==> config.mk <==
export PLATFORM = sky130hd
export DESIGN_NAME = frame_sequencer
export DESIGN_NICKNAME = d
export VERILOG_FILES = /design/src/rtl/fseq_pkg.sv /design/src/rtl/fseq_timer.sv /design/src/rtl/fseq_due.sv /design/src/rtl/fseq_task_mon.sv /design/src/rtl/fseq_walker.sv /design/src/rtl/frame_sequencer.sv
export SDC_FILE = /design/constraint.sdc
export NUM_CORES = 1
export LEC_CHECK = 0
export ABC_AREA = 1
export ABC_CLOCK_PERIOD_IN_PS = 2500
export BUFFER_PORTS_ARGS = -buffer_cell sky130_fd_sc_hd__clkbuf_2
export CAP_MARGIN = 20
export CORE_MARGIN = 8
export CORE_UTILIZATION = 40
export CTS_CLUSTER_SIZE = 28
export DETAILED_ROUTE_END_ITERATION = 8
export SYNTH_ARGS = -nofsm -noshare
export SYNTH_HDL_FRONTEND = slang
export SYNTH_SLANG_ARGS = --single-unit
==> constraint.sdc <==
create_clock -name clk -period 2.5 [get_ports clk]
set_clock_uncertainty 0.1 [all_clocks]
set_input_delay 0.625 -clock clk [delete_from_list [all_inputs] [get_ports clk]]
set_output_delay 0.625 -clock clk [all_outputs]
set_load 0.03 [all_outputs]
==> src/rtl/fseq_pkg.sv <==
`timescale 1ns/1ps
package fseq_pkg;
  localparam int FIDX_W = 3;
  localparam int FRAMES_PER_MAJOR = 1 << FIDX_W;
  typedef logic [FIDX_W-1:0] fidx_t;
  typedef enum logic {WALK_SCAN, WALK_WAIT} walk_st_e;
endpackage

==> src/rtl/fseq_timer.sv <==
`timescale 1ns/1ps
module fseq_timer
  import fseq_pkg::*;
#(
  parameter int FRAME_CYC = 2000000
) (
  input  logic  clk,
  input  logic  rst_n,
  output fidx_t frame_idx,
  output logic  frame_last,
  output logic  major
);
  localparam int CW = (FRAME_CYC < 2) ? 1 : $clog2(FRAME_CYC);
  localparam logic [CW-1:0] LAST = CW'(FRAME_CYC - 1);

  logic [CW-1:0] cnt;

  assign frame_last = (cnt == LAST);

  always_ff @(posedge clk) begin
    if (!rst_n) begin
      cnt       <= '0;
      frame_idx <= '0;
      major     <= 1'b0;
    end else begin
      major <= 1'b0;
      if (frame_last) begin
        cnt       <= '0;
        frame_idx <= frame_idx + fidx_t'(1);
        major     <= (frame_idx == fidx_t'(FRAMES_PER_MAJOR - 1));
      end else begin
        cnt <= cnt + CW'(1);
      end
    end
  end

  // the index moves by one at each frame boundary and holds otherwise
  a_r1_frame_advance: assert property (@(posedge clk) disable iff (!rst_n)
    frame_last |=> frame_idx == $past(frame_idx) + fidx_t'(1));
  a_r1_frame_hold: assert property (@(posedge clk) disable iff (!rst_n)
    !frame_last |=> $stable(frame_idx));
  // the major strobe only appears in frame 0
  a_r2_major_at_zero: assert property (@(posedge clk) disable iff (!rst_n)
    major |-> frame_idx == '0);
endmodule

==> src/rtl/fseq_due.sv <==
`timescale 1ns/1ps
module fseq_due
  import fseq_pkg::*;
#(
  parameter int N_TASK = 5,
  parameter logic [2*N_TASK-1:0] TASK_RATE  = '0,
  parameter logic [3*N_TASK-1:0] TASK_PHASE = '0
) (
  input  fidx_t             frame_idx,
  output logic [N_TASK-1:0] due
);
  for (genvar i = 0; i < N_TASK; i++) begin : g_slot
    localparam int    RCODE = int'(TASK_RATE[2*i +: 2]);
    localparam fidx_t MASK  = fidx_t'((1 << RCODE) - 1);
    localparam fidx_t PHASE = fidx_t'(TASK_PHASE[3*i +: 3]);
    assign due[i] = ((frame_idx ^ PHASE) & MASK) == '0;
  end
endmodule

==> src/rtl/fseq_task_mon.sv <==
`timescale 1ns/1ps
module fseq_task_mon #(
  parameter int BUDGET = 60000
) (
  input  logic clk,
  input  logic rst_n,
  input  logic launch,
  input  logic done,
  input  logic crit,
  input  logic boundary,
  output logic busy,
  output logic abort,
  output logic ovr
);
  localparam int BW = (BUDGET < 2) ? 1 : $clog2(BUDGET);
  localparam logic [BW-1:0] LIMIT = BW'(BUDGET - 1);

  logic [BW-1:0] used;
  logic          expire;

  assign expire = busy && !done && (used == LIMIT);

  always_ff @(posedge clk) begin
    if (!rst_n) begin
      busy  <= 1'b0;
      abort <= 1'b0;
      ovr   <= 1'b0;
      used  <= '0;
    end else begin
      abort <= 1'b0;
      if (launch) begin
        busy <= 1'b1;
        used <= '0;
      end else if (busy) begin
        if (done) begin
          busy <= 1'b0;
        end else if (boundary || expire) begin
          ovr <= 1'b1;
          if (!crit) begin
            busy  <= 1'b0;
            abort <= 1'b1;
          end
        end else begin
          used <= used + BW'(1);
        end
      end
    end
  end

  // an abort only follows a flagged overrun and leaves the slot idle
  a_r7_abort_flagged: assert property (@(posedge clk) disable iff (!rst_n)
    abort |-> (!busy && ovr));
  // a done pulse on a busy task ends it
  a_r6_done_ends: assert property (@(posedge clk) disable iff (!rst_n)
    (busy && done && !launch) |=> !busy);
  // a critical task is never cut
  a_r8_crit_kept: assert property (@(posedge clk) disable iff (!rst_n)
    (busy && crit && !done && !launch) |=> busy);
endmodule

==> src/rtl/fseq_walker.sv <==
`timescale 1ns/1ps
module fseq_walker
  import fseq_pkg::*;
#(
  parameter int N_TASK = 5
) (
  input  logic              clk,
  input  logic              rst_n,
  input  logic [N_TASK-1:0] due,
  input  logic [N_TASK-1:0] busy,
  input  logic              boundary,
  output logic [N_TASK-1:0] launch,
  output logic [N_TASK-1:0] rel,
  output logic [N_TASK-1:0] ovl,
  output logic              walk_end
);
  localparam int PW = $clog2(N_TASK + 1);
  localparam int IW = (N_TASK < 2) ? 1 : $clog2(N_TASK);

  logic [PW-1:0] ptr;
  logic [IW-1:0] idx;
  walk_st_e      st;
  logic          cur_due, cur_busy, go;

  assign walk_end = (ptr == PW'(N_TASK));
  assign idx      = ptr[IW-1:0];
  assign cur_due  = !walk_end && due[idx];
  assign cur_busy = !walk_end && busy[idx];
  assign go       = !boundary && (st == WALK_SCAN) && cur_due && !cur_busy;
  assign launch   = go ? (N_TASK'(1) << idx) : '0;

  always_ff @(posedge clk) begin
    if (!rst_n) begin
      ptr <= '0;
      st  <= WALK_SCAN;
      rel <= '0;
      ovl <= '0;
    end else begin
      rel <= launch;
      if (boundary) begin
        ptr <= '0;
        st  <= WALK_SCAN;
      end else begin
        case (st)
          WALK_SCAN: begin
            if (!walk_end) begin
              if (go) begin
                st <= WALK_WAIT;
              end else begin
                if (cur_due) ovl[idx] <= 1'b1;
                ptr <= ptr + PW'(1);
              end
            end
          end
          WALK_WAIT: begin
            if (!cur_busy) begin
              st  <= WALK_SCAN;
              ptr <= ptr + PW'(1);
            end
          end
          default: st <= WALK_SCAN;
        endcase
      end
    end
  end

  // one strobe at a time
  a_r5_single_release: assert property (@(posedge clk) disable iff (!rst_n)
    $onehot0(rel));
  // slots are visited in ascending order inside a frame
  a_r4_slot_order: assert property (@(posedge clk) disable iff (!rst_n)
    !boundary |=> ptr >= $past(ptr));
  // only due tasks are released
  a_r3_release_due: assert property (@(posedge clk) disable iff (!rst_n)
    (rel & ~$past(due)) == '0);
endmodule

==> src/rtl/frame_sequencer.sv <==
`timescale 1ns/1ps
module frame_sequencer
  import fseq_pkg::*;
#(
  parameter int N_TASK    = 5,
  parameter int FRAME_CYC = 2000000,
  parameter logic [2*N_TASK-1:0]  TASK_RATE   = {2'd3, 2'd2, 2'd0, 2'd1, 2'd0},
  parameter logic [3*N_TASK-1:0]  TASK_PHASE  = {3'd2, 3'd1, 3'd0, 3'd0, 3'd0},
  parameter logic [16*N_TASK-1:0] TASK_BUDGET = {16'd60000, 16'd40000, 16'd40000,
                                                 16'd40000, 16'd20000}
) (
  input  logic              clk,
  input  logic              rst_n,
  input  logic [N_TASK-1:0] task_done,
  input  logic [N_TASK-1:0] task_crit,
  output logic [N_TASK-1:0] task_rel,
  output logic [N_TASK-1:0] task_abort,
  output fidx_t             frame_idx,
  output logic              major_tick,
  output logic              bg_en,
  output logic [N_TASK-1:0] overrun,
  output logic [N_TASK-1:0] overlap
);
  logic              frame_last;
  logic              walk_end;
  logic [N_TASK-1:0] due_vec, busy_vec, launch_vec;

  fseq_timer #(.FRAME_CYC(FRAME_CYC)) u_timer (
    .clk(clk), .rst_n(rst_n), .frame_idx(frame_idx),
    .frame_last(frame_last), .major(major_tick)
  );

  fseq_due #(.N_TASK(N_TASK), .TASK_RATE(TASK_RATE), .TASK_PHASE(TASK_PHASE)) u_due (
    .frame_idx(frame_idx), .due(due_vec)
  );

  fseq_walker #(.N_TASK(N_TASK)) u_walker (
    .clk(clk), .rst_n(rst_n), .due(due_vec), .busy(busy_vec),
    .boundary(frame_last), .launch(launch_vec), .rel(task_rel),
    .ovl(overlap), .walk_end(walk_end)
  );

  for (genvar i = 0; i < N_TASK; i++) begin : g_mon
    fseq_task_mon #(.BUDGET(int'(TASK_BUDGET[16*i +: 16]))) u_mon (
      .clk(clk), .rst_n(rst_n), .launch(launch_vec[i]), .done(task_done[i]),
      .crit(task_crit[i]), .boundary(frame_last), .busy(busy_vec[i]),
      .abort(task_abort[i]), .ovr(overrun[i])
    );
  end

  assign bg_en = walk_end && (busy_vec == '0) && !frame_last;

  // no release or abort happens inside the background window
  a_r11_bg_quiet: assert property (@(posedge clk) disable iff (!rst_n)
    bg_en |-> ((task_rel == '0) && (task_abort == '0)));
  // a task busy in the previous cycle is never released again
  a_r10_no_relaunch: assert property (@(posedge clk) disable iff (!rst_n)
    (task_rel & $past(busy_vec)) == '0);
endmodule

==> impl_results.md <==
* Final min period at 2380 ps
* CP Capture Type: output port
* Nets at 1209
* # port buffers at 36
* Most frequent cells in the layout: nand2_1 (268), nor2_1 (175), inv_1 (170), dfxtp_1 (131), nand3_1 (71)
* Final wirelength at 16800 um
* Syn_nets at about 1200
* Initial antenna violation count at 0
* Initial Utilization at between 40% and 50%
* WP data arrival at 1650 ps
* Crit path buf inv count at 3
* Top-level I/O count at 37
* GRT Residual Overflow at 0
* Unrepaired setup endpoints after global routing: no
* Max_cap viols at 0
* Actual slew at the worst max-slew pin at ~520 ps
* Synth Area per Inst at between 6 and 7 sq um
* Synth top area share at a little over a third
* Total CTS buffers at 17
* Setup_tns at 0 ps
* Most common cell after layout, fill and taps aside: nand2_1
* First-pass GRT wire length at 28700 um
* Hold Crit Class: primary input to flip-flop
* CTS Sinks at between 100 and 150
* N_diodes at 0
* Drt wl/cell at around 12 um
* Setup Buffers After CTS at 0
* Worst path required time at roughly 1800 ps
* Final Hold Viols at 0
* Post-synthesis sequential area ratio at between 30% and 40%
* Synth Warn # at 0
* Total power at 5.77 mW
* Final core occ at 45.9%
* Clock root buffer: clkbuf_16
* Hold endpoint: g_mon[2].u_mon.abort$_SDFF_PP0_
* Final weighted congestion in routability-driven placement at about 0.88
* Hold path depth at 2
* Achievable Freq at between 400 and 500 MHz
* Number of hold buffers added after cts at 0
* CP top delay family: buffers and inverters
* Iter 0 DRT Violations at between 400 and 500
* Top sig layer: met4
* Hold slack at between 200 and 300 ps
* H-tree depth at 4
* Slowest CP cell: dfxtp_1
* Area delta synth->final at 13.4%
* Pwr/cell area at 678 nW/um^2
* ANT nets after route at 0
* LEAKAGE at around 3.2 nW
* WS Path Type: flip-flop to output port
* Status: finished clean
* Setup violators final at 0
* DR WL met3 at just over 700 um
* Clock-pin slew on the worst setup and hold paths at 60 ps
* CP peak stage delay at around 310 ps
* Pre-Repair DR Iteration Count at 5
* FF-to-FF setup slack at 380 ps
* VDD IR-drop max at 0.527 mV
* Via count at ~6700
* Worst Hold Launch: task_crit[2]
* Maximum clock path buffer count at 2
* Seq cells post-synth at around 130
* Number of global-route vias before repair at 6147
* Gr usage total at between 10% and 20%
* Clk_lat worst skew at roughly 430 ps
* Vias per std cell at approximately 4.7
* Startpoint Class: flip-flop
* DRC at 0
* FF-to-FF path depth at 11
* Max Slew Vio Count at 0
* Die width at 153 um
* CP max FO at 5
* Leading area contributor after synthesis: dfxtp_1
* Largest net degree at the start of global routing at 29
* Met2 WL post-DR at 7640 um
* Largest cells by area after synthesis: dfxtp_1 (35%), nand2_1 (13%), nor2_1 (8.8%), inv_1 (8.5%), xor2_1 (5.0%)
* FF-to-FF End: g_mon[0].u_mon.used[10]$_SDFFE_PP0P_
* Routed met1 length at between 8000 and 9000 um
* FP Rows at 50
* CTS tree: done
* Share of cells above drive strength 1 at approximately 9.9%
* Post-Syn Instances at 1143
* Core Box Area at 18600 sq um
* Max-Slew Margin vs Limit at about two thirds
* DIE AREA at between 20000 and 25000 sq um
* Post-Synthesis Cell Area at around 7500 sq um
* Worst R2R Start: u_walker.idx[0]$_SDFFE_PP0P_
* DP HPWL at 12200 um
* Die height at approximately 150 um
* Synth unique cells at 35
* Crit path cell chain: inv_2, ha_2, nand2_2, nor3_1, nand3_1, inv_1, clkbuf_4
* Final Cycle Share at around 95%
==> flip-flops by register name, summed over array words and instances (netlist names) <==
register           flops
g_mon.u_mon.used      79
u_timer.cnt           21
g_mon.u_mon.abort      5
g_mon.u_mon.busy       5
g_mon.u_mon.ovr        5
u_walker.ovl           5
u_walker.rel           5
u_timer.frame_idx      3
u_walker.idx           3
u_timer.major          1
u_walker.st            1
==> kinds of logic (layout without fill, tap and decap cells) <==
group | Yosys count | in the layout | synth area share [%]
simple gates | 623 | 623 | 35.6
buf+inv | 209 | 261 | 11.9
flops | 133 | 133 | 35.4
compound gates | 99 | 99 | 7.10
xor+xnor | 64 | 64 | 7.46
fa+ha+maj | 15 | 15 | 2.50
==> stage by stage <==
step                worst slack (ps)  cell area (sq um)  cells
finish                           121               8520   1429
global route                    8.57               8520   1429
CTS                             11.3               8500   1429
detailed placement               180               7880   1397
global placement                 225               7880   1397
floorplan                        449               7510   1143
==> repair_timing <==
item                       in CTS  in global routing
resized for setup               3                  8
setup endpoints to repair       1                 13
pin swaps                       0                  1
==> report_power, final <==
group / total [mW] / switching (mW) / internal (mW)
Combinational: 0.925 / 0.659 / 0.265
Sequential: 2.28 / 0.0702 / 2.21
Clock: 2.57 / 0.956 / 1.62
==> how the worst max path moves through the flow <==
stage / from / endpoint / slack [ps] / cells after the start
final: u_walker.idx[1]$_SDFFE_PP0P_ / bg_en / 120 / 7
after global routing: u_timer.cnt[10]$_SDFF_PP0_ / bg_en / 9 / 8
after CTS: u_walker.idx[1]$_SDFFE_PP0P_ / bg_en / 10 / 7
after floorplan: u_walker.idx[1]$_SDFFE_PP0P_ / g_mon[0].u_mon.used[9]$_SDFFE_PP0P_ / 450 / 12
after global placement: task_done[4] / g_mon[4].u_mon.used[7]$_SDFFE_PP0P_ / 230 / 10
after detailed placement: task_done[4] / g_mon[4].u_mon.used[11]$_SDFFE_PP0P_ / 180 / 10
==> synth_stat cells, drive strengths merged <==
| master | count |
|---|---|
| a211oi | 1 |
| a21boi | 1 |
| a21oi | 46 |
| a31oi | 1 |
| and2 | 1 |
| buf | 32 |
| clkbuf | 2 |
| clkinv | 1 |
| dfxtp | 133 |
| ha | 15 |
| inv | 174 |
| nand2 | 275 |
| nand3 | 75 |
| nand3b | 4 |
| nand4 | 31 |
| nor2 | 183 |
| nor3 | 49 |
| nor3b | 1 |
| o21a | 11 |
| o21ai | 37 |
| o21bai | 1 |
| o22ai | 1 |
| or2 | 4 |
| xnor2 | 21 |
| xor2 | 43 |
==> routing by layer <==
metal,vias up,global-route usage [%]
li1,3647,-
met1,2963,18.2
met2,94,24.0
met3,21,3.92
met4,0,5.42
met5,-,0
==> area by class of cell <==
type,instances,area (sq um)
fill,1913,10100
multi-input combinational,801,3980
sequential,133,2670
inverter,175,657
clock buffer,20,457
timing repair buffer,54,318
tap,234,293
clock inverter,12,153
Note: power is estimated with default switching activity, not from simulation.
